$ cat src/rtl/ldpc_bf_pkg.sv
package ldpc_bf_pkg;
  localparam int N_BITS = 8;
  localparam int N_CHK  = 4;

  typedef logic [N_BITS-1:0] cword_t;

  // Membership mask of check j; bit i set when code bit i takes part.
  function automatic cword_t chk_mask(input int j);
    case (j)
      0:       chk_mask = 8'h9A;  // bits 1,3,4,7
      1:       chk_mask = 8'h27;  // bits 0,1,2,5
      2:       chk_mask = 8'hE4;  // bits 2,5,6,7
      default: chk_mask = 8'h59;  // bits 0,3,4,6
    endcase
  endfunction

  // Number of checks a bit belongs to.
  function automatic int col_weight(input int i);
    int n;
    n = 0;
    for (int j = 0; j < N_CHK; j++) n += int'(chk_mask(j)[i]);
    return n;
  endfunction

  // Parity of the masked word.
  function automatic logic masked_parity(input cword_t w, input cword_t m);
    return ^(w & m);
  endfunction

  // Majority decision: flip when more than half of the votes disagree.
  function automatic logic flip_vote(input int n_disagree, input int n_votes);
    return (2 * n_disagree) > n_votes;
  endfunction
endpackage

$ cat src/rtl/bf_check_array.sv
module bf_check_array
  import ldpc_bf_pkg::*;
(
  input  cword_t                         word_i,
  output logic [N_CHK-1:0]               syn_o,
  output logic [N_CHK-1:0][N_BITS-1:0]   msg_o
);
  for (genvar j = 0; j < N_CHK; j++) begin : g_chk
    localparam cword_t MASK = chk_mask(j);
    assign syn_o[j] = masked_parity(word_i, MASK);
    for (genvar i = 0; i < N_BITS; i++) begin : g_edge
      if (MASK[i]) begin : g_conn
        localparam cword_t OTHERS = MASK & ~(cword_t'(1) << i);
        // value bit i would need so that check j holds
        assign msg_o[j][i] = masked_parity(word_i, OTHERS);
      end else begin : g_none
        assign msg_o[j][i] = 1'b0;
      end
    end
  end
endmodule

$ cat src/rtl/bf_bit_array.sv
module bf_bit_array
  import ldpc_bf_pkg::*;
(
  input  cword_t                         cur_i,
  input  cword_t                         rx_i,
  input  logic [N_CHK-1:0][N_BITS-1:0]   msg_i,
  output cword_t                         flip_o,
  output cword_t                         next_o
);
  for (genvar i = 0; i < N_BITS; i++) begin : g_bit
    localparam int VOTES = col_weight(i) + 1;
    int n_dis;
    always_comb begin
      n_dis = (rx_i[i] != cur_i[i]) ? 1 : 0;
      for (int j = 0; j < N_CHK; j++)
        if (chk_mask(j)[i] && (msg_i[j][i] != cur_i[i])) n_dis++;
      flip_o[i] = flip_vote(n_dis, VOTES);
    end
    assign next_o[i] = cur_i[i] ^ flip_o[i];
  end
endmodule

$ cat src/rtl/bf_ctrl.sv
module bf_ctrl #(
  parameter int MAX_ITER = 8,
  localparam int IW = $clog2(MAX_ITER + 1)
) (
  input  logic          clk,
  input  logic          rst_n,
  input  logic          start_i,
  input  logic          syn_zero_i,
  output logic          load_o,
  output logic          step_o,
  output logic          done_o,
  output logic          ok_o,
  output logic [IW-1:0] iters_o
);
  logic          busy;
  logic [IW-1:0] iter;
  logic          at_limit;
  logic          finish;

  assign at_limit = (iter == IW'(MAX_ITER));
  assign finish   = busy && (syn_zero_i || at_limit);
  assign load_o   = start_i && !busy;
  assign step_o   = busy && !finish;

  always_ff @(posedge clk or negedge rst_n) begin
    if (!rst_n) begin
      busy    <= 1'b0;
      iter    <= '0;
      done_o  <= 1'b0;
      ok_o    <= 1'b0;
      iters_o <= '0;
    end else begin
      done_o <= 1'b0;
      if (load_o) begin
        busy <= 1'b1;
        iter <= '0;
      end else if (finish) begin
        busy    <= 1'b0;
        done_o  <= 1'b1;
        ok_o    <= syn_zero_i;
        iters_o <= iter;
      end else if (busy) begin
        iter <= iter + 1'b1;
      end
    end
  end

  AST_ITER_BOUND: assert property (@(posedge clk) disable iff (!rst_n)
    busy |-> (iter <= IW'(MAX_ITER)));
  AST_BUSY_START_IGNORED: assert property (@(posedge clk) disable iff (!rst_n)
    (busy && start_i && !finish) |=> (busy && iter == $past(iter) + 1'b1));
  AST_FAIL_FULL_BUDGET: assert property (@(posedge clk) disable iff (!rst_n)
    (done_o && !ok_o) |-> (iters_o == IW'(MAX_ITER)));
  AST_DONE_PULSE: assert property (@(posedge clk) disable iff (!rst_n)
    done_o |=> !done_o);
endmodule

$ cat src/rtl/ldpc_bf_decoder.sv
module ldpc_bf_decoder #(
  parameter int MAX_ITER = 8,
  localparam int IW = $clog2(MAX_ITER + 1)
) (
  input  logic          clk,
  input  logic          rst_n,
  input  logic          start_i,
  input  logic [7:0]    rx_word_i,
  output logic [7:0]    dec_word_o,
  output logic          done_o,
  output logic          ok_o,
  output logic [IW-1:0] iters_o
);
  import ldpc_bf_pkg::*;

  cword_t                       rx_q;
  cword_t                       cur_q;
  cword_t                       next_w;
  cword_t                       flips;
  logic [N_CHK-1:0]             syn;
  logic [N_CHK-1:0][N_BITS-1:0] msg;
  logic                         syn_zero;
  logic                         load;
  logic                         step;

  assign syn_zero = (syn == '0);

  bf_check_array u_chk (
    .word_i (cur_q),
    .syn_o  (syn),
    .msg_o  (msg)
  );

  bf_bit_array u_bits (
    .cur_i  (cur_q),
    .rx_i   (rx_q),
    .msg_i  (msg),
    .flip_o (flips),
    .next_o (next_w)
  );

  bf_ctrl #(.MAX_ITER(MAX_ITER)) u_ctrl (
    .clk        (clk),
    .rst_n      (rst_n),
    .start_i    (start_i),
    .syn_zero_i (syn_zero),
    .load_o     (load),
    .step_o     (step),
    .done_o     (done_o),
    .ok_o       (ok_o),
    .iters_o    (iters_o)
  );

  always_ff @(posedge clk or negedge rst_n) begin
    if (!rst_n) begin
      rx_q  <= '0;
      cur_q <= '0;
    end else if (load) begin
      rx_q  <= rx_word_i;
      cur_q <= rx_word_i;
    end else if (step) begin
      cur_q <= next_w;
    end
  end

  assign dec_word_o = cur_q;

  AST_OK_CLEAN_WORD: assert property (@(posedge clk) disable iff (!rst_n)
    (done_o && ok_o) |-> syn_zero);
  AST_LOAD_RX: assert property (@(posedge clk) disable iff (!rst_n)
    load |=> (cur_q == $past(rx_word_i)));
  AST_HOLD_WHEN_IDLE: assert property (@(posedge clk) disable iff (!rst_n)
    (!load && !step) |=> $stable(cur_q));
endmodule

$ cat config.mk
export PLATFORM = sky130hd
export DESIGN_NAME = ldpc_bf_decoder
export DESIGN_NICKNAME = d
export VERILOG_FILES = /design/src/rtl/ldpc_bf_pkg.sv /design/src/rtl/bf_check_array.sv /design/src/rtl/bf_bit_array.sv /design/src/rtl/bf_ctrl.sv /design/src/rtl/ldpc_bf_decoder.sv
export SDC_FILE = /design/constraint.sdc
export NUM_CORES = 1
export LEC_CHECK = 0
export BUFFER_PORTS_ARGS = -buffer_cell sky130_fd_sc_hd__buf_4
export CAP_MARGIN = 20
export CORE_AREA = 2 2 69 71
export CTS_CLUSTER_DIAMETER = 60
export DETAILED_ROUTE_END_ITERATION = 6
export DIE_AREA = 0 0 71 73
export PLACE_DENSITY = 0.65
export SYNTH_ARGS = -nofsm -noshare
export SYNTH_HDL_FRONTEND = slang
export SYNTH_SLANG_ARGS = --single-unit
export TNS_END_PERCENT = 20
$ cat constraint.sdc
create_clock -name clk -period 2.95 [get_ports clk]
set_clock_uncertainty 0.1 [all_clocks]
set_input_delay 0.295 -clock clk [delete_from_list [all_inputs] [get_ports clk]]
set_output_delay 0.295 -clock clk [all_outputs]
set_load 0.02 [all_outputs]
Word-level counts from Yosys, hierarchy flattened --
Index checks and enable logic that the tools add are counted.
Cells by class: eq/ne operators 26, add/sub/neg operators 17, bitwise operators 9, muxes and demuxes 33, reduce and logical (&&, ||, !) cells 32, magnitude comparators 8
Operators with widths (count):
- two-way mux 31 bit | 16
- greater-than comparator 32 x 3 -> 1 bit, second input constant | 8
- adder 31 x 2 -> 31 bit, second input constant | 8
- XOR reduction 8 bit | 20
- != test 1 bit | 24
- adder 1 x 1 -> 2 bit, second input constant | 8
- two-way mux 8 bit | 2
- two-way mux 1 bit | 12
- two-way mux 4 bit | 3
- XOR 1 bit | 8
- nonzero test 2 bit | 3
- adder 4 x 1 -> 4 bit, second input constant | 1
- equality test 4 bit, second input constant | 1
- logical NOT 4 bit | 1
- AND reduction 2 bit | 2
- logical AND 1 bit | 3
- logical NOT 1 bit | 2
- != test 2 bit, second input constant | 1
- logical OR 1 bit | 1
- inverter 1 bit | 1
Word-level totals: input port bits 11, register bits 27

Depth between registers and ports, before layout --
Gate-level depths: netlist (run 1).
word-level depth 10, gate-level depth with buffers 9, gate-level depth less buffers 8

Modules after synthesis --
Synthesis (run 1) repeated with hierarchy kept, for this count alone.
Unflattened totals: cells, all modules 282, area, all modules 2524.9 um^2
Modules (own cells, without submodules):
- bf_bit_array | area an instance 898.4 um^2, cells each 132, sequential area each 0.0 um^2, times used 1
- ldpc_bf_decoder | area an instance 660.6 um^2, cells each 60, sequential area each 400.4 um^2, times used 1
- bf_ctrl | area an instance 511.7 um^2, cells each 40, sequential area each 275.3 um^2, times used 1
- bf_check_array | area an instance 454.2 um^2, cells each 50, sequential area each 0.0 um^2, times used 1

Least setup slack after synthesis (run 1) --
No wires, ideal clock.
path type reg-to-reg, start reg cur_q[1] (netlist: dec_word_o[1]), end reg cur_q[1] (netlist: dec_word_o[1]), library setup time 0.139 ns, slack 0.468 ns, clock period less this slack 2.482 ns, stages on the path, launching flop included 8, arrival 2.244 ns, path through dfrtp_1 -> buf_2 -> xnor2_2 -> xnor2_1 -> ha_1 -> o21ai_0 -> a2111oi_0 -> or4_1
Between the ends: longest elaborated chain between the ends 10, elaborated cells between the ends (all ways) 20, those cells by class add/sub (2); order compare (1); eq/ne (3); mux (5); bitwise (1); reduce/logical (8)
Ends and longest elaborated chain:
- start: declaration | line ldpc_bf_decoder.sv:17 | cword_t cur_q;
- start signal: assignment | line ldpc_bf_decoder.sv:60 | cur_q <= rx_word_i;
- start signal: assignment | line ldpc_bf_decoder.sv:62 | cur_q <= next_w;
- != test 1 bit | line bf_bit_array.sv:14 | n_dis = (rx_i[i] != cur_i[i]) ? 1 : 0;
- two-way mux 1 bit | line bf_bit_array.sv:14
- adder 1 x 1 -> 2 bit | line bf_bit_array.sv:16 | if (chk_mask(j)[i] && (msg_i[j][i] != cur_i[i])) n_dis++;
- two-way mux 31 bit | line bf_bit_array.sv:16
- adder 31 x 2 -> 31 bit | line bf_bit_array.sv:16
- two-way mux 31 bit | line bf_bit_array.sv:16
- greater-than comparator 32 x 3 -> 1 bit | line ldpc_bf_pkg.sv:32 | return (2 * n_disagree) > n_votes;
- XOR 1 bit | line bf_bit_array.sv:19 | assign next_o[i] = cur_i[i] ^ flip_o[i];
- two-way mux 8 bit | line ldpc_bf_decoder.sv:61 | end else if (step) begin
- two-way mux 8 bit | line ldpc_bf_decoder.sv:58 | end else if (load) begin
Parallel ways exist; a longest one is shown, timed or not. The select of a mux whose other input is x is not followed. A chain may end at the register's enable or synchronous reset.

Worst setup path in the final report (run 1) --
Same ends and word-level chain as after synthesis.

==> results of run 1 <==
-- flip-flops by register name, summed over array words and instances, names as in the netlist --
name            flops
dec_word_o          8
rx_q                8
u_ctrl.iter         4
u_ctrl.iters_o      4
u_ctrl.busy         1
u_ctrl.done_o       1
u_ctrl.ok_o         1
-- per-stage QoR --
stage | cells | utilization
6_report | 290 | 0.507
5_1_grt | 290 | 0.507
4_1_cts | 290 | 0.507
3_5_place_dp | 285 | 0.494
3_3_place_gp | 285 | 0.494
2_1_floorplan | 215 | -
-- path summary, 6_finish.rpt --
check	start	endpoint	slack, ps	cells after the start
setup / recovery	dec_word_o[1]	dec_word_o[1]	320	6
hold / removal	rx_word_i[7]	rx_q[7]	120	3
setup reg to reg	dec_word_o[1]	dec_word_o[1]	320	6
hold reg to reg	u_ctrl.ok_o	u_ctrl.ok_o	390	2
max in group asynchronous	rst_n	u_ctrl.iter[2]	2120	2
min in group asynchronous	rst_n	rx_q[6]	360	2
-- cell families (layout without fill, tap and decap cells) --
group | after synthesis | after routing | share of synthesized area
simple gates | 69 | 69 | 0.165
compound gates | 38 | 38 | 0.140
buf+inv | 31 | 52 | 0.0721
flops | 27 | 27 | 0.333
xor+xnor | 25 | 25 | 0.143
fa+ha+maj | 17 | 17 | 0.105
mux | 8 | 8 | 0.0425
-- final cells by class --
class / instances / area [µm²]
Timing Repair Buffer: 31 / 235
Fill cell: 425 / 2240
Clock inverter: 1 / 7.51
Tap cell: 54 / 67.6
Sequential cell: 27 / 676
Multi-Input combinational cell: 157 / 1210
Clock buffer: 3 / 41.3
Inverter: 17 / 63.8
-- layer usage --
| metal | global-route usage | share of wire | vias up | routed length (µm) |
|---|---|---|---|---|
| met5 | 0 | 0 | - | 0 |
| met4 | 0.0566 | 0.012 | 0 | 48 |
| met3 | 0.0180 | 0.030 | 4 | 119 |
| met2 | 0.263 | 0.46 | 26 | 1830 |
| met1 | 0.230 | 0.50 | 712 | 1970 |
| li1 | - | - | 774 | - |
-- placed cells by master (no fill, tap or decap), types with 3 or more instances in the layout --
| cell | instances |
|---|---|
| inv_1 | 17 |
| a211o_1 | 6 |
| nand2_1 | 36 |
| clkbuf_8 | 3 |
| a311o_1 | 4 |
| o21ai_0 | 14 |
| ha_1 | 17 |
| mux2i_1 | 3 |
| or3_1 | 3 |
| buf_4 | 30 |
| nor2_1 | 3 |
| o41ai_1 | 6 |
| xnor2_2 | 4 |
| or2_0 | 4 |
| xnor3_1 | 3 |
| nand2b_1 | 7 |
| dfrtp_1 | 27 |
| mux2_2 | 4 |
| nor4_1 | 4 |
| nand3_1 | 3 |
| xnor2_1 | 18 |
-- critical path, stage by stage, from the launching register on --
cell and delay, ps:
dfrtp_1 530, xnor2_2 270, xnor2_1 430, ha_1 320
o21ai_0 200, a2111oi_0 130, or4_1 520
==> results.sh, run 1 <==
export IMPL_critPathRequiredTime_ps=3010
export IMPL_hold_buffers=1
export IMPL_placed_cell_area_um2=2240
export IMPL_wl_um=3970
export IMPL_yosysUniqueCellTypes=38
export IMPL_synth_main_ff_cell="dfrtp_1"
export IMPL_holdWs_ps=119
export IMPL_drive_above_1_share=0.195
export IMPL_maxCapViolations=0
export IMPL_clk_pin_slew_worst_paths_ps=100
export IMPL_cts_tree="done"
export IMPL_viasPerCell=5.23
export IMPL_async_flop_share=1.00
export IMPL_antenna_found_initial=0
export IMPL_postSynthCellCount=215
export IMPL_finalSetupTns_ps=0
export IMPL_die_area_um2=5180
export IMPL_clock_path_buffers=2
export IMPL_arrival_ps=2690
export IMPL_worstPathMaxFanout=8
export IMPL_clock_sinks=27
export IMPL_fmax_mhz=380
export IMPL_gp_congestion=0.763
export IMPL_synth_largest_area_cell="dfrtp_1"
export IMPL_synth_top_cell_area_share=0.333
export IMPL_hpwl_um=2830
export IMPL_clock_latency_ps=280
export IMPL_syn_to_final_growth_pct=13.2
export IMPL_port_buffers=24
export IMPL_final_area_um2=2300
export IMPL_fin_crit_sh=0.891
export IMPL_wire_per_inst_um=13.7
export IMPL_synth_common_cells="nand2_1, dfrtp_1, xnor2_1, ha_1, inv_1"
export IMPL_crit_type="register to register"
export IMPL_cp_start_kind="register"
export IMPL_finalSetupViolations=0
export IMPL_grt_pass1_wl_um=6800
export IMPL_rows=25
export IMPL_ys_ff_latch=27
export IMPL_first_pass_iters=4
export IMPL_overflow=0
export IMPL_status="finished clean"
export IMPL_drcViolationCount=0
export IMPL_hold_violations=0
export IMPL_end_kind="register"
export IMPL_relSlewSlack=0.453
export IMPL_synth_nets=243
export IMPL_drv_slew=0
export IMPL_finalWorstSetupSlack_ps=321
export IMPL_worstMarginPinSlew_ps=814
export IMPL_final_antenna_net_count=0
export IMPL_synth_edf_count=0
export IMPL_grt_max_degree=28
export IMPL_die_x_um=71
export IMPL_vias=1516
export IMPL_die_height_um=73
export IMPL_io_pins=25
export IMPL_drt_iter0_drc=79
export IMPL_layout_nets=265
export IMPL_insertedDiodeCount=0
export IMPL_htreeDepth=1
export IMPL_core_area_um2=4540
export IMPL_yosysMostFrequentCell="nand2_1"
export IMPL_final_min_clock_period_ps=2630
export IMPL_pre_cts_slack_ps=347
export IMPL_synth_seq_area_share=0.333
export IMPL_yosys_warnings=0
export IMPL_synth_avg_cell_area_um2=9.45
export IMPL_synth_area_top_cells="dfrtp_1, ha_1, xnor2_1"
export IMPL_grt_pass1_vias=1486
export IMPL_hold_path_class="primary input to register"
export IMPL_synth_area_um2=2030
export IMPL_grt_use_total=0.164
export IMPL_cts_setup_buffers=0
export IMPL_start_util=0.448
export IMPL_clockRootBuffer="clkbuf_8"
export IMPL_cts_resized=0
export IMPL_rsz0062_at_grt="no"
export IMPL_numCtsBuffers=3
Power of run 1 is not shown: default switching activity piles up to over one toggle a cycle in this logic, so the estimate is an artifact.
==> run 2, diff against run 1 <==
--- a/config.mk
+++ b/config.mk
@@ -7,10 +7,10 @@
 export LEC_CHECK = 0
 export BUFFER_PORTS_ARGS = -buffer_cell sky130_fd_sc_hd__buf_4
 export CAP_MARGIN = 20
-export CORE_AREA = 2 2 69 71
+export CORE_AREA = 2 2 57 86
 export CTS_CLUSTER_DIAMETER = 60
 export DETAILED_ROUTE_END_ITERATION = 6
-export DIE_AREA = 0 0 71 73
+export DIE_AREA = 0 0 59 88
 export PLACE_DENSITY = 0.65
 export SYNTH_ARGS = -nofsm -noshare
 export SYNTH_HDL_FRONTEND = slang
==> results.sh, run 2 (synthesis gave the netlist of run 1 again) <==
export IMPL_routed_wl_met2_um=2290
export IMPL_hold_violations=0
export IMPL_cts_resized=0
export IMPL_port_buffers=24
export IMPL_io_pins=25
export IMPL_rows=30
export IMPL_hpwl_um=3100
export IMPL_final_antenna_net_count=0
export IMPL_relSlewSlack=0.442
export IMPL_die_area_um2=5190
export IMPL_cts_tree="done"
export IMPL_fin_crit_sh=0.877
export IMPL_numCtsBuffers=3
export IMPL_clk_pin_slew_worst_paths_ps=90
export IMPL_maxCapViolations=0
export IMPL_grt_pass1_vias=1600
export IMPL_crit_start="dec_word_o[1]"
export IMPL_layout_nets=264
export IMPL_worstPathMaxFanout=8
export IMPL_clock_latency_ps=270
export IMPL_start_util=0.458
export IMPL_hold_buffers=1
export IMPL_drt_iter0_drc=11
export IMPL_die_height_um=88
export IMPL_drt_met1_wl_um=1740
export IMPL_gp_congestion=0.771
export IMPL_r2r_cells=6
export IMPL_hold_path_class="primary input to register"
export IMPL_finalSetupViolations=0
export IMPL_final_min_clock_period_ps=2590
export IMPL_fmax_mhz=386
export IMPL_antenna_found_initial=0
export IMPL_wl_um=4110
export IMPL_end_kind="register"
export IMPL_clock_sinks=27
export IMPL_crit_type="register to register"
export IMPL_finalSetupTns_ps=0
export IMPL_drv_slew=0
export IMPL_clockRootBuffer="clkbuf_8"
export IMPL_top_layer="met4"
export IMPL_viasPerCell=5.48
export IMPL_routed_wl_met3_um=51
export IMPL_rsz0062_at_grt="no"
export IMPL_fill_cells=438
export IMPL_drive_above_1_share=0.187
export IMPL_rr_startpoint="dec_word_o[1]"
export IMPL_cts_setup_buffers=0
export IMPL_clock_path_buffers=2
export IMPL_first_pass_iters=4
export IMPL_drcViolationCount=0
export IMPL_grt_max_degree=28
export IMPL_regToRegSetupSlack_ps=360
export IMPL_grt_use_total=0.177
export IMPL_multi_input_area_um2=1210
export IMPL_layout_common_cells="nand2_1, buf_4, dfrtp_1"
export IMPL_layout_commonest_cell="nand2_1"
export IMPL_overflow=0
export IMPL_insertedDiodeCount=0
export IMPL_worstReg2RegEnd="dec_word_o[1]"
export IMPL_vias=1551
export IMPL_arrival_ps=2630
export IMPL_wire_per_inst_um=14.5
export IMPL_core_area_um2=4430
export IMPL_syn_to_final_growth_pct=12.3
export IMPL_grt_pass1_wl_um=7090
export IMPL_die_x_um=59
export IMPL_worstMarginPinSlew_ps=832
export IMPL_cp_start_kind="register"
export IMPL_seq_area_um2=676
export IMPL_critPathRequiredTime_ps=2990
export IMPL_status="finished clean"
export IMPL_crit_path_end="dec_word_o[1]"
export IMPL_htreeDepth=1
run 2: cell types whose count changed in the layout (fill, tap and decap cells not counted), sizes merged:
cell and delta:
buf -1, clkinvlp -1, clkbuf +1
run 2: per-layer routing:
metal  vias to the layer above  global-route usage
li1                        772                   -
met1                       765               0.187
met2                        12               0.352
met3                         2              0.0148
met4                         0              0.0620
met5                         -                   0
run 2: layout make-up:
| cell class | instances | share of cell area |
|---|---|---|
| flip-flops and latches | 27 | 0.296 |
| multi-input cells | 157 | 0.530 |
| repair buffers | 30 | 0.0998 |
| inverters | 17 | 0.0280 |
| clock buffers | 4 | 0.0197 |
| well taps | 48 | 0.0263 |
run 2: worst min-delay path by stage:
stage                  from            end  slack, ps  cells past startpoint
2_1_floorplan         rst_n  dec_word_o[0]       -100                      0
3_3_place_gp          rst_n  dec_word_o[3]        130                      1
3_5_place_dp          rst_n        rx_q[7]        140                      1
4_1_cts        rx_word_i[1]        rx_q[1]        140                      3
5_1_grt        rx_word_i[1]        rx_q[1]        140                      3
6_report       rx_word_i[1]        rx_q[1]        140                      3
run 2: stage by stage:
stage	hold slack (ps)	instance area, µm²	setup slack [ps]	cells	util
floorplan	-101	2030	468	215	-
global placement	135	2230	354	278	0.503
detailed placement	138	2230	330	278	0.503
CTS	135	2280	313	283	0.515
global route	136	2280	115	283	0.515
finish	138	2280	361	283	0.515
run 2: worst max-delay path: stages, from the launching register on:
cell       delay, ps
dfrtp_1          530
xnor2_2          270
xnor2_1          410
ha_1             310
o21ai_0          200
a2111oi_0        120
or4_1            530
Power of run 2 is left out for the same reason.
==> run 3, diff against run 2 <==
--- a/config.mk
+++ b/config.mk
@@ -7,12 +7,12 @@
 export LEC_CHECK = 0
 export BUFFER_PORTS_ARGS = -buffer_cell sky130_fd_sc_hd__buf_4
 export CAP_MARGIN = 20
-export CORE_AREA = 2 2 57 86
+export CORE_AREA = 2 2 63 95
 export CTS_CLUSTER_DIAMETER = 60
 export DETAILED_ROUTE_END_ITERATION = 6
-export DIE_AREA = 0 0 59 88
-export PLACE_DENSITY = 0.65
+export DIE_AREA = 0 0 65 97
 export SYNTH_ARGS = -nofsm -noshare
 export SYNTH_HDL_FRONTEND = slang
+export SYNTH_HIERARCHICAL = 1
 export SYNTH_SLANG_ARGS = --single-unit
 export TNS_END_PERCENT = 20
==> results.sh, run 3 <==
export IMPL_status="finished clean"
export IMPL_layout_nets=290
export IMPL_finalSetupTns_ps=0
export IMPL_wl_um=4160
export IMPL_finalSetupViolations=0
export IMPL_vias=1638
export IMPL_htreeDepth=1
export IMPL_fill_cells=537
export IMPL_layout_commonest_cell="buf_4"
export IMPL_drt_iter0_drc=48
export IMPL_maxCapViolations=0
export IMPL_insertedDiodeCount=0
export IMPL_grt_max_degree=28
export IMPL_crit_type="register to register"
export IMPL_fmax_mhz=388
export IMPL_seq_area_um2=676
export IMPL_critPathRequiredTime_ps=3020
export IMPL_port_buffers=24
export IMPL_cp_start_kind="register"
export IMPL_layout_common_cells="buf_4, inv_1, dfrtp_1"
export IMPL_drive_above_1_share=0.227
export IMPL_final_antenna_net_count=0
export IMPL_syn_to_final_growth_pct=11.8
export IMPL_numCtsBuffers=3
export IMPL_multi_input_area_um2=1370
export IMPL_rsz0062_at_grt="no"
export IMPL_final_min_clock_period_ps=2580
export IMPL_clk_pin_slew_worst_paths_ps=110
export IMPL_core_area_um2=5410
export IMPL_cts_tree="done"
export IMPL_rows=33
export IMPL_wire_per_inst_um=12.6
export IMPL_synth_avg_cell_area_um2=9.34
export IMPL_hpwl_um=3070
export IMPL_cts_setup_buffers=0
export IMPL_postSynthCellCount=241
export IMPL_clock_sinks=27
export IMPL_die_height_um=97
export IMPL_hold_violations=0
export IMPL_io_pins=25
export IMPL_synth_nets=270
export IMPL_worstPathMaxFanout=10
export IMPL_grt_use_total=0.140
export IMPL_hold_path_class="primary input to register"
export IMPL_synth_area_um2=2250
export IMPL_die_area_um2=6310
export IMPL_grt_pass1_wl_um=7250
export IMPL_overflow=0
export IMPL_first_pass_iters=4
export IMPL_fin_crit_sh=0.875
export IMPL_yosys_warnings=6
export IMPL_die_x_um=65
export IMPL_relSlewSlack=0.657
export IMPL_clock_latency_ps=280
export IMPL_end_kind="register"
export IMPL_arrival_ps=2650
export IMPL_viasPerCell=4.96
export IMPL_start_util=0.416
export IMPL_drv_slew=0
export IMPL_clock_path_buffers=2
export IMPL_clockRootBuffer="clkbuf_8"
export IMPL_antenna_found_initial=0
export IMPL_worstMarginPinSlew_ps=515
export IMPL_drcViolationCount=0
export IMPL_cts_resized=0
export IMPL_gp_congestion=0.749
export IMPL_hold_buffers=1
export IMPL_grt_pass1_vias=1610
-- run 3: layer usage --
| metal | vias to the layer above | GRT usage | routed length [µm] |
|---|---|---|---|
| li1 | 838 | - | - |
| met1 | 783 | 0.185 | 1990 |
| met2 | 15 | 0.235 | 2060 |
| met3 | 2 | 0.0116 | 80 |
| met4 | 0 | 0.0524 | 32 |
| met5 | - | 0 | 0 |
-- run 3: layout make-up --
class / instances / share of cell area
well taps: 70 / 0.0348
multi-input cells: 171 / 0.545
inverters: 28 / 0.0418
clock inverters: 1 / 0.00298
clock buffers: 3 / 0.0164
repair buffers: 30 / 0.0905
flip-flops and latches: 27 / 0.269
-- run 3: metrics by stage --
step,instances,util,setup slack (ps),hold WS [ps],area [µm²]
after floorplan,241,-,371,-101,2250
after global placement,325,0.454,514,143,2460
after detailed placement,325,0.454,435,140,2460
after CTS,330,0.465,386,131,2520
after global routing,330,0.465,197,142,2520
final,330,0.465,370,137,2520
-- run 3: final timing paths --
kind / to / startpoint / slack [ps] / cells after the start
hold reg to reg: u_ctrl/ok_o / u_ctrl/ok_o / 420 / 1
min in group asynchronous: u_ctrl/iters_o[3] / rst_n / 360 / 2
max in group asynchronous: u_ctrl/iters_o[2] / rst_n / 2130 / 2
setup reg to reg: u_ctrl/iter[3] / dec_word_o[2] / 370 / 7
hold / removal: dec_word_o[2] / rx_word_i[2] / 140 / 3
setup / recovery: u_ctrl/iter[3] / dec_word_o[2] / 370 / 7
-- run 3: worst max-delay path, cell delays in order, from the launching register on --
cell and delay [ps]:
dfrtp_1 570, xnor2_4 370, xor2_1 110, nor4_1 440, nand2b_1 260, nor2_2 90, buf_4 190, a221o_1 330
Power of run 3 is left out for the same reason.
